===== config.mk =====
export PLATFORM = sky130hd
export DESIGN_NAME = mlc_pair_seq
export DESIGN_NICKNAME = d
export VERILOG_FILES = /design/src/rtl/mlc_pair_pkg.sv /design/src/rtl/mlc_step_timer.sv /design/src/rtl/mlc_popcount.sv /design/src/rtl/mlc_read_capture.sv /design/src/rtl/mlc_pair_seq.sv
export SDC_FILE = /design/constraint.sdc
export NUM_CORES = 1
export LEC_CHECK = 0
export ABC_CLOCK_PERIOD_IN_PS = 3200
export BUFFER_PORTS_ARGS = -buffer_cell sky130_fd_sc_hd__buf_2
export CAP_MARGIN = 20
export CORE_ASPECT_RATIO = 1.25
export CORE_UTILIZATION = 45
export DETAILED_ROUTE_END_ITERATION = 6
export PLACE_DENSITY = 0.74
export SYNTH_ARGS = -nofsm -noshare
export SYNTH_HDL_FRONTEND = slang
export SYNTH_SLANG_ARGS = --single-unit

===== constraint.sdc =====
create_clock -name clk -period 3.2 [get_ports clk]
set_input_delay 0.32 -clock clk [delete_from_list [all_inputs] [get_ports clk]]
set_output_delay 0.32 -clock clk [all_outputs]
set_load 0.005 [all_outputs]

===== src/rtl/mlc_pair_pkg.sv =====
// Shared encodings for the paired-bit cell sequencer.
// Assumes the array decodes the command codes below as documented in the brief.
package mlc_pair_pkg;

    typedef enum logic [2:0] {
        CMD_IDLE   = 3'd0,
        CMD_WR_HI  = 3'd1,
        CMD_WR_LO  = 3'd2,
        CMD_RD_MID = 3'd3,
        CMD_RD_SEL = 3'd4
    } arr_cmd_e;

    typedef enum logic [2:0] {
        ST_IDLE,
        ST_WHI,
        ST_WLO,
        ST_RSOFT,
        ST_RHARD,
        ST_RSP
    } seq_state_e;

    // Largest of three step lengths; sizes the step timer.
    function automatic int max3(input int x, input int y, input int z);
        int m;
        m = (x > y) ? x : y;
        return (m > z) ? m : z;
    endfunction

endpackage


===== src/rtl/mlc_step_timer.sv =====
// Down-counter that measures the length of one array step.
// Assumes len >= 1. The step lasts exactly len cycles counted from the load cycle's successor.
module mlc_step_timer #(
    parameter int TW = 5
) (
    input  logic          clk,
    input  logic          rst_n,
    input  logic          load,
    input  logic [TW-1:0] len,
    output logic          expire
);
    logic [TW-1:0] cnt;

    // Load len-1 on a new step, otherwise count down to zero and hold there.
    always_ff @(posedge clk) begin
        if (!rst_n)            cnt <= '0;
        else if (load)         cnt <= len - TW'(1);
        else if (cnt != '0)    cnt <= cnt - TW'(1);
    end

    // The step ends in the cycle the counter reads zero.
    always_comb expire = (cnt == '0);
endmodule


===== src/rtl/mlc_popcount.sv =====
// Counts the set bits of a W-bit vector; used for the low-current cell count.
// Purely combinational.
module mlc_popcount #(
    parameter int W  = 8,
    parameter int CW = 4
) (
    input  logic [W-1:0]  vec,
    output logic [CW-1:0] ones
);
    // Sum the bits one by one.
    always_comb begin
        ones = '0;
        for (int i = 0; i < W; i++) ones = ones + CW'(vec[i]);
    end
endmodule


===== src/rtl/mlc_read_capture.sv =====
// Holds the soft and hard bit results of a read while the response waits.
// Assumes clear and the capture strobes never fire in the same cycle.
module mlc_read_capture #(
    parameter int W = 8
) (
    input  logic         clk,
    input  logic         rst_n,
    input  logic         clear,
    input  logic         cap_soft,
    input  logic         cap_hard,
    input  logic [W-1:0] cmp,
    output logic [W-1:0] soft_q,
    output logic [W-1:0] hard_q
);
    // Soft bits come from the middle-reference compare.
    always_ff @(posedge clk) begin
        if (!rst_n || clear) soft_q <= '0;
        else if (cap_soft)   soft_q <= cmp;
    end

    // Hard bits come from the per-cell selected-reference compare.
    always_ff @(posedge clk) begin
        if (!rst_n || clear) hard_q <= '0;
        else if (cap_hard)   hard_q <= cmp;
    end
endmodule


===== src/rtl/mlc_pair_seq.sv =====
// Sequencer for two-bit cells holding word A in hard bits and word B in soft bits.
// The first write step uses high current with data A on all cells, which also copies A into the soft bits.
// The second step uses low current only on cells where B differs from A.
// A paired read resolves the soft bits first, then the hard bits with a reference chosen per cell.
// Assumes one request at a time and an array whose compare result settles within a step.
module mlc_pair_seq
    import mlc_pair_pkg::*;
#(
    parameter int W        = 8,
    parameter int ADDR_W   = 6,
    parameter int HARD_CYC = 20,
    parameter int SOFT_CYC = 10,
    parameter int READ_CYC = 4
) (
    input  logic                   clk,
    input  logic                   rst_n,
    input  logic                   req_valid,
    output logic                   req_ready,
    input  logic                   req_write,
    input  logic                   req_paired,
    input  logic [ADDR_W-1:0]      req_addr,
    input  logic [W-1:0]           req_wa,
    input  logic [W-1:0]           req_wb,
    output logic                   rsp_valid,
    input  logic                   rsp_ready,
    output logic [W-1:0]           rsp_a,
    output logic [W-1:0]           rsp_b,
    output logic                   wr_done,
    output logic [$clog2(W+1)-1:0] wr_flip_cnt,
    output logic [2:0]             arr_cmd,
    output logic [ADDR_W-1:0]      arr_addr,
    output logic [W-1:0]           arr_mask,
    output logic [W-1:0]           arr_wdata,
    output logic [W-1:0]           arr_ref_hi,
    input  logic [W-1:0]           arr_cmp
);
    localparam int CW   = $clog2(W + 1);
    localparam int MAXC = max3(HARD_CYC, SOFT_CYC, READ_CYC);
    localparam int TW   = $clog2(MAXC + 1);

    seq_state_e        state;
    logic [ADDR_W-1:0] addr_q;
    logic [W-1:0]      wa_q, wb_q;
    logic              paired_q;
    logic [W-1:0]      diff, lo_mask, soft_q, hard_q;
    logic [CW-1:0]     lo_cnt;
    logic              tmr_load, expire;
    logic [TW-1:0]     tmr_len;

    // Cells that need the low-current step.
    always_comb begin
        diff    = wa_q ^ wb_q;
        lo_mask = paired_q ? diff : '1;
    end

    mlc_popcount #(.W(W), .CW(CW)) u_pop (
        .vec  (lo_mask),
        .ones (lo_cnt)
    );

    // Choose when to start a step and how long it lasts.
    always_comb begin
        tmr_load = 1'b0;
        tmr_len  = TW'(READ_CYC);
        case (state)
            ST_IDLE: if (req_valid) begin
                tmr_load = 1'b1;
                if (req_write) tmr_len = req_paired ? TW'(HARD_CYC) : TW'(SOFT_CYC);
                else           tmr_len = TW'(READ_CYC);
            end
            ST_WHI:   if (expire && diff != '0) begin
                tmr_load = 1'b1;
                tmr_len  = TW'(SOFT_CYC);
            end
            ST_RSOFT: if (expire && paired_q) begin
                tmr_load = 1'b1;
                tmr_len  = TW'(READ_CYC);
            end
            default: ;
        endcase
    end

    mlc_step_timer #(.TW(TW)) u_tmr (
        .clk    (clk),
        .rst_n  (rst_n),
        .load   (tmr_load),
        .len    (tmr_len),
        .expire (expire)
    );

    // Request latch, step sequencing and the write completion strobe.
    always_ff @(posedge clk) begin
        if (!rst_n) begin
            state       <= ST_IDLE;
            addr_q      <= '0;
            wa_q        <= '0;
            wb_q        <= '0;
            paired_q    <= 1'b0;
            wr_done     <= 1'b0;
            wr_flip_cnt <= '0;
        end else begin
            wr_done <= 1'b0;
            case (state)
                ST_IDLE: if (req_valid) begin
                    addr_q   <= req_addr;
                    wa_q     <= req_wa;
                    wb_q     <= req_wb;
                    paired_q <= req_paired;
                    if (req_write) state <= req_paired ? ST_WHI : ST_WLO;
                    else           state <= ST_RSOFT;
                end
                ST_WHI: if (expire) begin
                    if (diff != '0) state <= ST_WLO;
                    else begin
                        state       <= ST_IDLE;
                        wr_done     <= 1'b1;
                        wr_flip_cnt <= '0;
                    end
                end
                ST_WLO: if (expire) begin
                    state       <= ST_IDLE;
                    wr_done     <= 1'b1;
                    wr_flip_cnt <= lo_cnt;
                end
                ST_RSOFT: if (expire) state <= paired_q ? ST_RHARD : ST_RSP;
                ST_RHARD: if (expire) state <= ST_RSP;
                ST_RSP:   if (rsp_ready) state <= ST_IDLE;
                default:  state <= ST_IDLE;
            endcase
        end
    end

    mlc_read_capture #(.W(W)) u_cap (
        .clk      (clk),
        .rst_n    (rst_n),
        .clear    (state == ST_IDLE && req_valid),
        .cap_soft (state == ST_RSOFT && expire),
        .cap_hard (state == ST_RHARD && expire),
        .cmp      (arr_cmp),
        .soft_q   (soft_q),
        .hard_q   (hard_q)
    );

    // Array command port driven from the current step.
    always_comb begin
        arr_cmd    = CMD_IDLE;
        arr_mask   = '0;
        arr_wdata  = '0;
        arr_ref_hi = '0;
        arr_addr   = addr_q;
        case (state)
            ST_WHI: begin
                arr_cmd   = CMD_WR_HI;
                arr_mask  = '1;
                arr_wdata = wa_q;
            end
            ST_WLO: begin
                arr_cmd   = CMD_WR_LO;
                arr_mask  = lo_mask;
                arr_wdata = wb_q;
            end
            ST_RSOFT: arr_cmd = CMD_RD_MID;
            ST_RHARD: begin
                arr_cmd    = CMD_RD_SEL;
                arr_ref_hi = soft_q;
            end
            default: ;
        endcase
    end

    // Handshake outputs.
    always_comb begin
        req_ready = (state == ST_IDLE);
        rsp_valid = (state == ST_RSP);
        rsp_a     = hard_q;
        rsp_b     = soft_q;
    end
endmodule


==> summary.md <==
| Metric | Value |
|---|---|
| P_sw | `1.06 mW` |
| Share of post-route cells with drive strength above 1 | `between 30% and 40%` |
| Sequential-to-total area share from yosys stat | `39.6%` |
| Via Count | `2435` |
| Hpwl dp | `between 4000 and 5000 um` |
| Non-Filler Instances | `472` |
| Area leader, netlist | `dfxtp_1` |
| Max Root-Sink Buffers | `2` |
| Port-buffer cells | `91` |
| # H-tree levels | `2` |
| Final WS setup | `between 0.1 and 0.15 ns` |
| Filler cell count | `between 500 and 600` |
| Slowest stage delay, CP | `0.52 ns` |
| Core ar. | `between 5000 and 6000 sq um` |
| Synth Area in Adders | `4.95%` |
| Min cycle time layout | `approximately 3.1 ns` |
| Max IR drop VDD | `about 0.36 mV` |
| CTS tree | `built` |
| First-pass GRT wire length | `between 10000 and 15000 um` |
| Mux contribution to synthesized area | `around 3.0%` |
| Worst EP arrival | `roughly 3.3 ns` |
| Layout area overhead | `24.5%` |
| Achievable Freq | `0.324 GHz` |
| Largest net degree at the start of global routing | `34` |
| Gp weighted congestion | `a little under 0.9` |
| CP Class | `reg2reg` |
| Critical-path top delay cell | `fa_2` |
| Final Max Tran Viols | `0` |
| Int Pwr | `1.43 mW` |
| Cell Pwr Density | `between 700 and 800 nW/um^2` |
| Startpoint types | `flop` |
| WL/cell | `13.5 um` |
| Crit-path cells | `xnor2_2 -> nand2_1 -> ha_1 -> fa_1 -> inv_1 -> fa_1 -> inv_2 -> fa_2 -> fa_2 -> nand2_1 -> a21boi_1` |
| Clock Power Share | `~17%` |
| # Max-Cap Violations | `0` |
| Dpl cells | `463` |
| Post-Synth XOR/XNOR Area | `~3.3%` |
| Clock-pin transition on the worst setup and hold timing paths | `between 0.1 and 0.15 ns` |
| Top-level port count | `92` |
| Post-route ant nets | `0` |
| Unrepaired setup endpoints after global routing | `yes` |
| Die W | `approximately 70 um` |
| Final setup fails | `0` |
| Total wire length | `about 6400 um` |
| Full die area | `between 6000 and 7000 sq um` |
| Distinct cell type count after synthesis | `43` |
| LEAKAGE | `~1.5 nW` |
| First-pass iteration count of the detailed router | `6` |
| Share of the synthesized area in the top cell type | `between 30% and 40%` |
| Clk_lat worst skew | `just over 0.3 ns` |
| Starting density of the core | `47.6%` |
| Asr flop ratio synth | `0%` |
| Vert. Die Dim | `87.4 um` |
| Number of synthesized flops with an enable pin | `0` |
| Setup WS pre-CTS | `-0.0370 ns` |
| WP data required | `approximately 3.5 ns` |
| Nets | `roughly 450` |
| #FFs+latches synth | `52` |
| Initial drt markers | `52` |
| Logic pwr share | `approximately 50%` |
| Vias per cell | `between 5 and 6` |
| CTS Hold Bufs | `0` |
| N_diodes | `0` |
| Synth Cell Area | `~2600 sq um` |
| Switching Share | `42.6%` |
| Critical path depth in cells | `11` |
| Rows | `30` |
| Seq pwr share | `33.8%` |
| Clk root buf | `clkbuf_8` |
| Most frequent cells in the layout | `95 x nand2_1, 91 x buf_2, 48 x dfxtp_1` |
| CP bufs+invs | `2` |
| Vias in the first global route | `2283` |
| Total GRT Usage | `a little over a fifth` |
| Critical path fanouts, max | `3` |
| Most used flip-flop cell after synthesis | `dfxtp_1` |
| Status | `finished, final reports clean` |
| Main combinational cell family by area after synthesis | `simple AND/OR/NAND/NOR gates` |
| Syn avg cell area | `8.24 sq um` |
| Cells on worst reg2reg path | `11` |
| Syn Nets | `363` |
| Hold path cells | `3` |
| Ys Warns | `0` |
| CP delay by family, top | `adder cells` |
| Synth Area in Simple Gates | `around a quarter` |
| Final Hold Viols | `0` |
| Sink Count | `between 50 and 60` |
| Tcrit/Tclk final | `96.4%` |
| Total CTS buffers | `5` |
| Initial antenna violation count | `0` |
| Slew margin rel. | `between 50% and 60%` |
| Mapped Cells | `319` |
| Total gr overflow | `0` |
| Clock Skews | `0.00766 ns` |
| Critical Path End Type | `flop` |
| Compound-Gate Fraction of Synth Area | `between 20 and 25%` |
| Top cells by area, synth | `dfxtp_1 40%, nand2_1 14%, a21boi_0 7.4%, fa_1 3.0%, mux2i_1 3.0%` |
| Hold Crit Class | `in2reg` |
| Most common cell after layout, fill and taps aside | `nand2_1` |
| # DRC | `0` |
| Worst-Margin Slew | `0.625 ns` |
[layer usage]
metal	up-vias	global-route usage, %	wire length [um]
met5	-	0	0
met4	0	9.45	137
met3	12	4.05	325
met2	68	34.6	3090
met1	1106	27.1	2830
li1	1249	-	-
[synthesized netlist by cell type, types with 2 or more instances]
library cell / count
a22o_1: 8
a21boi_1: 4
ha_1: 4
fa_1: 4
or4_4: 2
nor2b_1: 3
a21boi_0: 26
mux2i_1: 8
inv_1: 5
dfxtp_1: 52
a21o_1: 2
nor2_1: 16
clkbuf_1: 15
nand4_1: 2
nand3_1: 2
o21ai_0: 8
nand2b_1: 3
xor2_1: 2
a21oi_1: 13
o311ai_0: 2
and2_1: 7
xnor2_1: 8
nand2_1: 95
and3_1: 8
nor3_1: 2
[worst paths after layout]
| path | from | end | slack [ns] |
|---|---|---|---|
| max | wa_q[0] | wr_flip_cnt[1] | 0.11 |
| min | req_addr[2] | arr_addr[2] | 0.24 |
| max reg2reg | wa_q[0] | wr_flip_cnt[1] | 0.11 |
| min reg2reg | u_cap.hard_q[6] | u_cap.hard_q[6] | 0.46 |
[metrics by stage]
step	hold slack [ns]	util, %	instance area (sq um)	power [mW]	setup TNS, ns
after floorplan	0.447	-	2630	1.68	0
after global placement	0.442	56.9	3140	2.04	0
after detailed placement	0.447	56.9	3140	2.07	-0.0370
after CTS	0.229	58.8	3250	2.49	0
after global routing	0.223	59.3	3270	2.69	-0.0587
final	0.244	59.3	3270	2.49	0
[power by group through the flow]
stage / Sequential (mW) / Combinational [mW] / Clock (mW)
floorplan: 0.837 / 0.846 / 0
global placement: 0.843 / 1.19 / 0
detailed placement: 0.851 / 1.22 / 0
CTS: 0.838 / 1.23 / 0.427
global route: 0.856 / 1.38 / 0.453
finish: 0.842 / 1.23 / 0.412
[worst reg2reg max path, delay by kind of cell (launching register included)]
kind,cells,cell delay [ns]
fa+ha+maj,5,2.15
flops,1,0.37
xor+xnor,1,0.16
simple gates,2,0.14
compound gates,1,0.11
buf+inv,2,0.09
[layout make-up]
cell class,count,area (sq um),share of cell area [%]
tap,64,80.1,2.45
clock buffer,5,68.8,2.10
inverter,5,18.8,0.574
timing repair buffer,99,515,15.8
multi-input combinational,244,1510,46.2
sequential,52,1050,32.1
clock inverter,3,28.8,0.880
[what timing repair did]
action | CTS | global route
setup endpoints to repair | 1 | 2
pin swaps | 2 | 7
resized for setup | 3 | 8
cloned | 0 | 0
setup buffers | 0 | 1
[flip-flops by register name, summed over array words and instances, names as in the netlist]
| signal | count |
|---|---|
| arr_addr | 6 |
| state | 3 |
| paired_q | 1 |
| u_cap.soft_q | 8 |
| u_tmr.cnt | 5 |
| wa_q | 8 |
| wb_q | 8 |
| u_cap.hard_q | 8 |
| wr_done | 1 |
| wr_flip_cnt | 4 |
[cell families after synthesis]
group	after synthesis
muxes	8
AOI/OAI and AO/OA	73
xor gates and xnor gates	10
DFF	52
and+or+nand+nor	145
buffers and inverters	23
adders and majority gates	8
No activity file was read; power rests on OpenSTA's default activity.
